==> config.mk <==
export PLATFORM = sky130hd
export DESIGN_NAME = epsc_sig_datapath
export DESIGN_NICKNAME = d
export VERILOG_FILES = /design/src/rtl/epsc_pkg.sv /design/src/rtl/epsc_sig_datapath.sv
export SDC_FILE = /design/constraint.sdc
export NUM_CORES = 1
export LEC_CHECK = 0
export ABC_AREA = 0
export BUFFER_PORTS_ARGS = -buffer_cell sky130_fd_sc_hd__buf_2
export CORE_ASPECT_RATIO = 0.5
export CORE_UTILIZATION = 35
export CTS_BUF_LIST = sky130_fd_sc_hd__clkbuf_8
export CTS_CLUSTER_DIAMETER = 30
export DETAILED_ROUTE_END_ITERATION = 12
export PLACE_DENSITY = 0.63
export SLEW_MARGIN = 20
export SYNTH_ARGS = -nofsm -noshare
export SYNTH_HDL_FRONTEND = slang
export SYNTH_SLANG_ARGS = --single-unit
==> constraint.sdc <==
create_clock -name clk -period 4.06 [get_ports clk]
set_clock_uncertainty 0.1 [all_clocks]
set_input_delay 0.406 -clock clk [delete_from_list [all_inputs] [get_ports clk]]
set_output_delay 0.406 -clock clk [all_outputs]
set_load 0.02 [all_outputs]
==> src/rtl/epsc_pkg.sv <==
package epsc_pkg;
  // Strobes handed from the phase control to the signature datapath.
  typedef struct packed {
    logic sofStb;   // start of frame seen this cycle
    logic edgeStb;  // data edge inside an active frame
    logic edgeBit;  // decoded value of that edge
    logic wrapStb;  // reference bit boundary (normal or early realign)
    logic doneStb;  // end of frame accepted
  } epsdStrobes_t;
endpackage

==> src/rtl/epsc_sig_datapath.sv <==
module epsc_sig_datapath
  import epsc_pkg::*;
#(
  parameter int GROUP_BITS = 5,
  parameter int SIG_MAX    = 16,
  parameter int SIG_MIN    = 8
) (
  input  logic               clk,
  input  logic               rstN,
  input  logic               sigLen16,
  input  logic               frameEn,
  input  logic [SIG_MAX-1:0] expSig,
  input  epsdStrobes_t       strobes,
  output logic [SIG_MAX-1:0] sigOut,
  output logic               resValid,
  output logic               goNoGo,
  output logic               edgeMissErr
);
  localparam int GI_W = $clog2(SIG_MAX + 1);
  localparam int BI_W = (GROUP_BITS > 1) ? $clog2(GROUP_BITS) : 1;
  localparam logic [BI_W-1:0] BI_LAST = BI_W'(GROUP_BITS - 1);

  logic               len16Q;
  logic [BI_W-1:0]    bitInGrp;
  logic [GI_W-1:0]    grpIdx;
  logic               seen;
  logic [SIG_MAX-1:0] sigReg;
  logic [GI_W-1:0]    nGot;
  logic               errQ;
  logic               validQ;
  logic               goQ;

  logic [GI_W-1:0]    lenN;
  logic [SIG_MAX-1:0] lenMask;
  logic               winWrap, closeGrp, winEdge, missNow, takeBit;
  logic [BI_W-1:0]    postBit;
  logic [GI_W-1:0]    postGrp;
  logic               postSeen;
  logic [SIG_MAX-1:0] sigNext;
  logic [GI_W-1:0]    gotNext;
  logic               errNext, goNext;

  always_comb begin
    lenN = len16Q ? GI_W'(SIG_MAX) : GI_W'(SIG_MIN);
    for (int i = 0; i < SIG_MAX; i++) lenMask[i] = (GI_W'(i) < lenN);

    // Group bookkeeping happens before the edge is applied, so an early
    // edge that closes a bit lands in the group that follows.
    winWrap  = strobes.wrapStb && frameEn;
    closeGrp = winWrap && (bitInGrp == BI_LAST);
    missNow  = closeGrp && !seen && (grpIdx < lenN);
    if (closeGrp)     postBit = '0;
    else if (winWrap) postBit = bitInGrp + BI_W'(1);
    else              postBit = bitInGrp;
    postGrp  = (closeGrp && (grpIdx < GI_W'(SIG_MAX))) ? grpIdx + GI_W'(1) : grpIdx;
    postSeen = closeGrp ? 1'b0 : seen;

    winEdge = strobes.edgeStb && frameEn;
    takeBit = winEdge && !postSeen && (postGrp < lenN);

    sigNext = sigReg;
    for (int i = 0; i < SIG_MAX; i++)
      if (takeBit && (postGrp == GI_W'(i))) sigNext[i] = strobes.edgeBit;
    gotNext = nGot + {{(GI_W-1){1'b0}}, takeBit};
    errNext = errQ || missNow;
    goNext  = !errNext && (gotNext >= lenN) && (((sigNext ^ expSig) & lenMask) == '0);
  end

  always_ff @(posedge clk) begin
    if (!rstN) begin
      len16Q   <= sigLen16;
      bitInGrp <= '0;
      grpIdx   <= '0;
      seen     <= 1'b0;
      sigReg   <= '0;
      nGot     <= '0;
      errQ     <= 1'b0;
      validQ   <= 1'b0;
      goQ      <= 1'b0;
    end else if (strobes.sofStb) begin
      bitInGrp <= '0;
      grpIdx   <= '0;
      seen     <= 1'b0;
      sigReg   <= '0;
      nGot     <= '0;
      errQ     <= 1'b0;
      validQ   <= 1'b0;
      goQ      <= 1'b0;
    end else begin
      bitInGrp <= postBit;
      grpIdx   <= postGrp;
      seen     <= postSeen || winEdge;
      sigReg   <= sigNext;
      nGot     <= gotNext;
      errQ     <= errNext;
      if (strobes.doneStb) begin
        validQ <= 1'b1;
        goQ    <= goNext;
      end
    end
  end

  assign sigOut      = sigReg;
  assign resValid    = validQ;
  assign goNoGo      = goQ;
  assign edgeMissErr = errQ;
endmodule

==> results of run 1 <==
-- cell usage in the layout, fill, tap and decap left out, types with 3 or more instances in the layout --
master and n:
o211ai_1 5, a21o_1 5, and3_1 3, xor2_1 3, o41a_1 4, buf_2 43, a31oi_1 3, buf_4 9
nand3_1 11, or3_1 5, nand2b_1 4, nor2_1 29, inv_1 10, clkbuf_8 6, o21ai_0 7, o41ai_1 4
o21ai_1 4, ha_1 9, dfxtp_1 32, o31a_1 3, nor3_1 5, o41ai_2 3, xnor2_1 4, mux2i_1 10
nor4_1 12, nand2_1 14, and2_1 7, a211oi_1 4, a21oi_1 19, o2111ai_1 6, nor2b_1 10
-- final timing paths --
path / start / endpoint / slack [ns] / cells after the start
setup reg to reg: grpIdx[1] / goNoGo / 0.23 / 17
hold / removal: sigLen16 / len16Q / 0.19 / 1
setup / recovery: grpIdx[1] / goNoGo / 0.23 / 17
hold reg to reg: resValid / resValid / 0.36 / 2
-- power by group through the flow --
stage | Clock [mW] | Combinational (mW) | Sequential (mW)
global route | 0.292 | 0.0818 | 0.340
floorplan | 0 | 0.0423 | 0.348
detailed placement | 0 | 0.0736 | 0.348
CTS | 0.277 | 0.0740 | 0.340
global placement | 0 | 0.0722 | 0.347
finish | 0.272 | 0.0749 | 0.340
-- logic make-up after synthesis --
family,after synthesis,share of synthesized area (%)
flip-flops,34,29.2
AND/OR/NAND/NOR,112,25.4
XOR/XNOR,7,2.59
buffers and inverters,26,4.39
adder cells (fa/ha/maj),9,4.76
multiplexers,10,4.24
AO/OA/AOI/OAI,91,29.4
-- state kept, by name, summed over array words and instances, names as in the netlist --
register,cells
bitInGrp,3
edgeMissErr,1
goNoGo,1
grpIdx,5
len16Q,1
nGot,5
resValid,1
seen,1
sigOut,16
-- cell type report --
| class | instances | area share (%) |
|---|---|---|
| timing repair buffer | 52 | 10.1 |
| clock buffer | 6 | 2.96 |
| clock inverter | 2 | 0.448 |
| inverter | 11 | 1.48 |
| tap | 88 | 3.95 |
| sequential | 34 | 24.8 |
| multi-input combinational | 229 | 56.2 |
-- layer usage --
metal | vias up | global-route usage (%)
met5 | - | 0
met2 | 102 | 31.9
met1 | 1166 | 25.6
li1 | 1206 | -
met3 | 14 | 4.87
met4 | 0 | 7.69
-- per-stage QoR --
stage          power [mW]  util [%]
6_report            0.687      44.4
5_1_grt             0.714      44.4
4_1_cts             0.690      44.4
3_5_place_dp        0.421      42.9
3_3_place_gp        0.420      42.9
2_1_floorplan       0.390         -
-- what timing repair did --
item | in CTS | in global routing
gates resized for setup | 0 | 2
setup buffers | 0 | 0
setup endpoints to repair | 0 | 1
==> impl_metrics.yaml, run 1 <==
critical_path:
  path_class: "flip-flop to flip-flop"
  critPathArrivalTime_ns: 3.95
  critPathBufInv: 0
  critPathLaunchType: "flip-flop"
  cpPeakStageDelay_ns: 0.48
  path_cells: "ha_1 > nand3_1 > o21ai_1 > ha_1 > o31a_1 > nor2_1 > ha_1 > ha_1 > nand3_1 > xnor2_1 > ha_1 > a21oi_1 > nor2_1 > o311ai_0 > nor4_1 > or4b_1 > o21ai_1"
  worst-path-max-fanout: 9
  crit_family: "adder cells"
  cp-end-kind: "flip-flop"
  critPathSlowestCell: "or4b_1"
  required_ns: 4.19
  worst_path_most_repeated_cell: "ha_1"
timing:
  fin_tns_setup_ns: 0
  period_needed_ns: 3.83
  max_freq_mhz: 261
  rsz0062_at_grt: "no"
  drv_slew: 0
  hold_viol: 0
  hold_slack_ns: 0.190
  fin_ws_ns: 0.233
  worst_pin_slew_ns: 1.03
  setup_violations: 0
  slew_headroom_pct: 30.9
  period_share_pct: 94.3
route:
  via_count: 2488
  routed.top_layer: "met4"
  drt_first_pass_iters: 5
  routed-wl-met3_um: 501
  drc: 0
  viasPerCell: 5.90
  final_antenna_net_count: 0
  wirelength_mm: 6.95
  wl_met2_mm: 3.08
  wl_per_cell_um: 16.5
  met1Wirelength_mm: 3.26
  drtIter0Drc: 184
power:
  p_sw_share_pct: 26.8
  p_int_uw: 503
  vdd_drop_max_mv: 0.123
  p_sw_uw: 184
  combPwrFrac_pct: 10.9
  leakage_nw: 1.10
  p_seq_share_pct: 49.5
  power_density_mw_per_mm2: 246
  clockPowerShare_pct: 39.6
logic_synthesis:
  synthCells: 289
  synth_nets: 323
  synth_seq_cells: 34
  synthArstFlopShare_pct: 0
  ys_types: 60
  yosysMostFrequentCell: "dfxtp_1"
  syn_area_mm2: 0.00236
  synth.top_cells.by_count: "dfxtp_1, nor2_1, a21oi_1"
  yosysTopAreaCellShare_pct: 28.0
  synthFlopType: "dfxtp_1"
  synth_top_area_cell: "dfxtp_1"
  ys_warn_count: 0
  synth_edf_count: 1
  ys_top_cells_by_area: "dfxtp_1, ha_1, nor2_1"
  synth.avg_cell_area_um2: 8.18
  ys_seq_area_share_pct: 29.2
cells_and_area:
  n_antenna_cell: 0
  fin_cells: 422
  multi_input_area_mm2: 0.00157
  final_area_mm2: 0.00279
  syn2layout_area_growth_pct: 18.1
  nFillCells: 639
  seqCellArea_um2: 692
  nNetsFinal: 367
  final_layout_size_suffix_gt1_share_pct: 20.4
cts:
  clk_latency_ns: 0.30
  root_buffer: "clkbuf_8"
  ctsHoldBuffers: 0
  clk_pin_slew_worst_paths_ns: 0.08
  clock_path_buffers: 2
  cts_buffers: 5
  htreeDepth: 2
  cts_tree: "done"
  cts.sinks: 34
floorplanning:
  die_y_um: 60.1
  rows: 20
  core-area_mm2: 0.00628
  initial_core_util_pct: 37.6
  die_w_um: 118
  ios: 44
  dieArea_mm2: 0.00711
global_routing:
  antenna_found_initial: 0
  grt_max_degree: 24
  groute.usage.overall_pct: 19.7
  grt_pass1_vias: 2189
  grt_pass1_wl_mm: 10.8
  gr-total-overflow: 0
flow_run:
  max_cap_violations: 0
placement:
  post_dp_cell_area_mm2: 0.00269
  io_buffers: 43
  dp_hpwl_mm: 5.24
  routabilityCongestion: 0.913
  dp.cells: 414
  pre_cts_ws_ns: 0.215
status:
  status: "completed"
hold_path:
  hp-class: "input port to flip-flop"
(Power assumes the default switching activity.)
==> run 2: changes to the inputs <==
--- a/config.mk
+++ b/config.mk
@@ -8,11 +8,11 @@
 export ABC_AREA = 0
 export BUFFER_PORTS_ARGS = -buffer_cell sky130_fd_sc_hd__buf_2
 export CORE_ASPECT_RATIO = 0.5
-export CORE_UTILIZATION = 35
+export CORE_UTILIZATION = 40
 export CTS_BUF_LIST = sky130_fd_sc_hd__clkbuf_8
 export CTS_CLUSTER_DIAMETER = 30
 export DETAILED_ROUTE_END_ITERATION = 12
-export PLACE_DENSITY = 0.63
+export PLACE_DENSITY = 0.69
 export SLEW_MARGIN = 20
 export SYNTH_ARGS = -nofsm -noshare
 export SYNTH_HDL_FRONTEND = slang
==> run 2 against run 1 <==
Effect of this change: first-iteration DRC count up 41%; total power down 0.61%; register-to-register slack better by 0.08 ns; non-clock buffer count up 2; final area up 0.36%; critical path depth unchanged; cell count down 3.1%; core utilization up 5.7 points; sequential power about the same; global-route usage up 2.8 points.
==> impl_metrics.yaml, run 2 (same netlist as run 1, synthesis figures left out) <==
global_routing:
  gr-total-overflow: 0
  antenna_found_initial: 0
  grt_pass1_vias: 2338
  groute.usage.overall_pct: 22.5
  grt_max_degree: 24
  grt_pass1_wl_mm: 11.3
timing:
  fin_tns_setup_ns: 0
  worst_pin_slew_ns: 1.06
  period_needed_ns: 3.74
  hold_slack_ns: 0.207
  slew_headroom_pct: 28.9
  rsz0062_at_grt: "no"
  max_freq_mhz: 267
  period_share_pct: 92.2
  hold_viol: 0
  drv_slew: 0
  setup_violations: 0
floorplanning:
  die_y_um: 56.4
  die_w_um: 111
  core-area_mm2: 0.00559
  initial_core_util_pct: 42.3
  dieArea_mm2: 0.00624
  rows: 19
  ios: 44
cts:
  clk_pin_slew_worst_paths_ns: 0.07
  cts_tree: "done"
  root_buffer: "clkbuf_8"
  clock_path_buffers: 2
  cts.sinks: 34
  cts_buffers: 5
  clk_latency_ns: 0.29
  htreeDepth: 2
route:
  drc: 0
  viasPerCell: 6.16
  drt_first_pass_iters: 5
  wirelength_mm: 7.03
  via_count: 2521
  drtIter0Drc: 260
  final_antenna_net_count: 0
  wl_met2_mm: 3.18
  routed-wl-met3_um: 380
  routed.top_layer: "met4"
  wl_per_cell_um: 17.2
  met1Wirelength_mm: 3.37
critical_path:
  required_ns: 4.19
  path_class: "flip-flop to flip-flop"
  critPathArrivalTime_ns: 3.87
  worst-path-max-fanout: 5
  cpPeakStageDelay_ns: 0.45
  crit_family: "simple AND/OR/NAND/NOR gates"
  rr_endpoint: "goNoGo"
  cp-end-kind: "flip-flop"
  critPathSlowestCell: "or4b_1"
  critPathBufInv: 1
  r2r_start: "bitInGrp[0]"
  reg2reg_slack_ns: 0.32
  worst_path_most_repeated_cell: "ha_1"
  path_cells: "inv_1 > ha_1 > nand4_1 > o31a_1 > o31a_1 > nor2_1 > ha_1 > ha_1 > nand3_1 > xnor2_1 > ha_1 > a21oi_1 > nor2_1 > o311ai_0 > nor4_1 > or4b_1 > o21ai_1"
  crit_start: "bitInGrp[0]"
  critPathLaunchType: "flip-flop"
  r2r_cells: 17
power:
  leakage_nw: 1.11
  power_density_mw_per_mm2: 244
  vdd_drop_max_mv: 0.116
  p_total_uw: 682
status:
  status: "completed"
flow_run:
  max_cap_violations: 0
hold_path:
  hp-class: "input port to flip-flop"
  min_from: "sigLen16"
  timing.hold.worst_endpoint: "len16Q"
  worstHoldPathCells: 1
cells_and_area:
  fin_cells: 409
  nFillCells: 523
  largest_register_ffs: 16
  n_antenna_cell: 0
  final_area_mm2: 0.00280
  final_cell_mix: "buf_2, dfxtp_1, nor2_1, a21oi_1, nand2_1"
  nNetsFinal: 369
  layout_commonest_cell: "buf_2"
  final_layout_size_suffix_gt1_share_pct: 21.7
  syn2layout_area_growth_pct: 18.5
placement:
  dp.cells: 399
  routabilityCongestion: 0.896
  dp_hpwl_mm: 5.23
  io_buffers: 43
  post_dp_cell_area_mm2: 0.00268
run 2: timing repair:
item,CTS,global route
setup endpoints to repair,0,1
buffers inserted,0,2
hold buffers,0,0
gates resized for setup,0,6
run 2: worst max path at each step:
stage | endpoint | slack (ns) | cells after the start
finish | goNoGo | 0.32 | 17
global route | goNoGo | 0.005 | 17
CTS | goNoGo | 0.12 | 17
detailed placement | goNoGo | 0.17 | 17
global placement | goNoGo | 0.30 | 17
floorplan | goNoGo | 0.01 | 21
run 2: per-layer routing:
| layer | vias up | global-route usage [%] |
|---|---|---|
| li1 | 1216 | - |
| met1 | 1194 | 30.6 |
| met2 | 98 | 35.9 |
| met3 | 13 | 4.54 |
| met4 | 0 | 7.24 |
| met5 | - | 0 |
run 2: where the power goes:
group	switching [mW]	internal [mW]
logic	0.0468	0.0287
clock network	0.133	0.135
registers	0.00207	0.338
run 2: per-stage QoR:
stage / worst slack [ns] / util (%)
5_1_grt: 0.00493 / 50.1
2_1_floorplan: 0.0124 / -
3_5_place_dp: 0.166 / 47.9
4_1_cts: 0.123 / 49.5
6_report: 0.316 / 50.1
3_3_place_gp: 0.301 / 47.9
run 2: area by class of cell:
type	count	area (µm²)	share of cell area, %
Sequential cell	34	692	24.7
Multi-Input combinational cell	229	1590	56.7
Clock inverter	2	8.76	0.313
Inverter	11	41.3	1.47
Timing Repair Buffer	54	298	10.6
Tap cell	73	91.3	3.26
Clock buffer	6	82.6	2.95
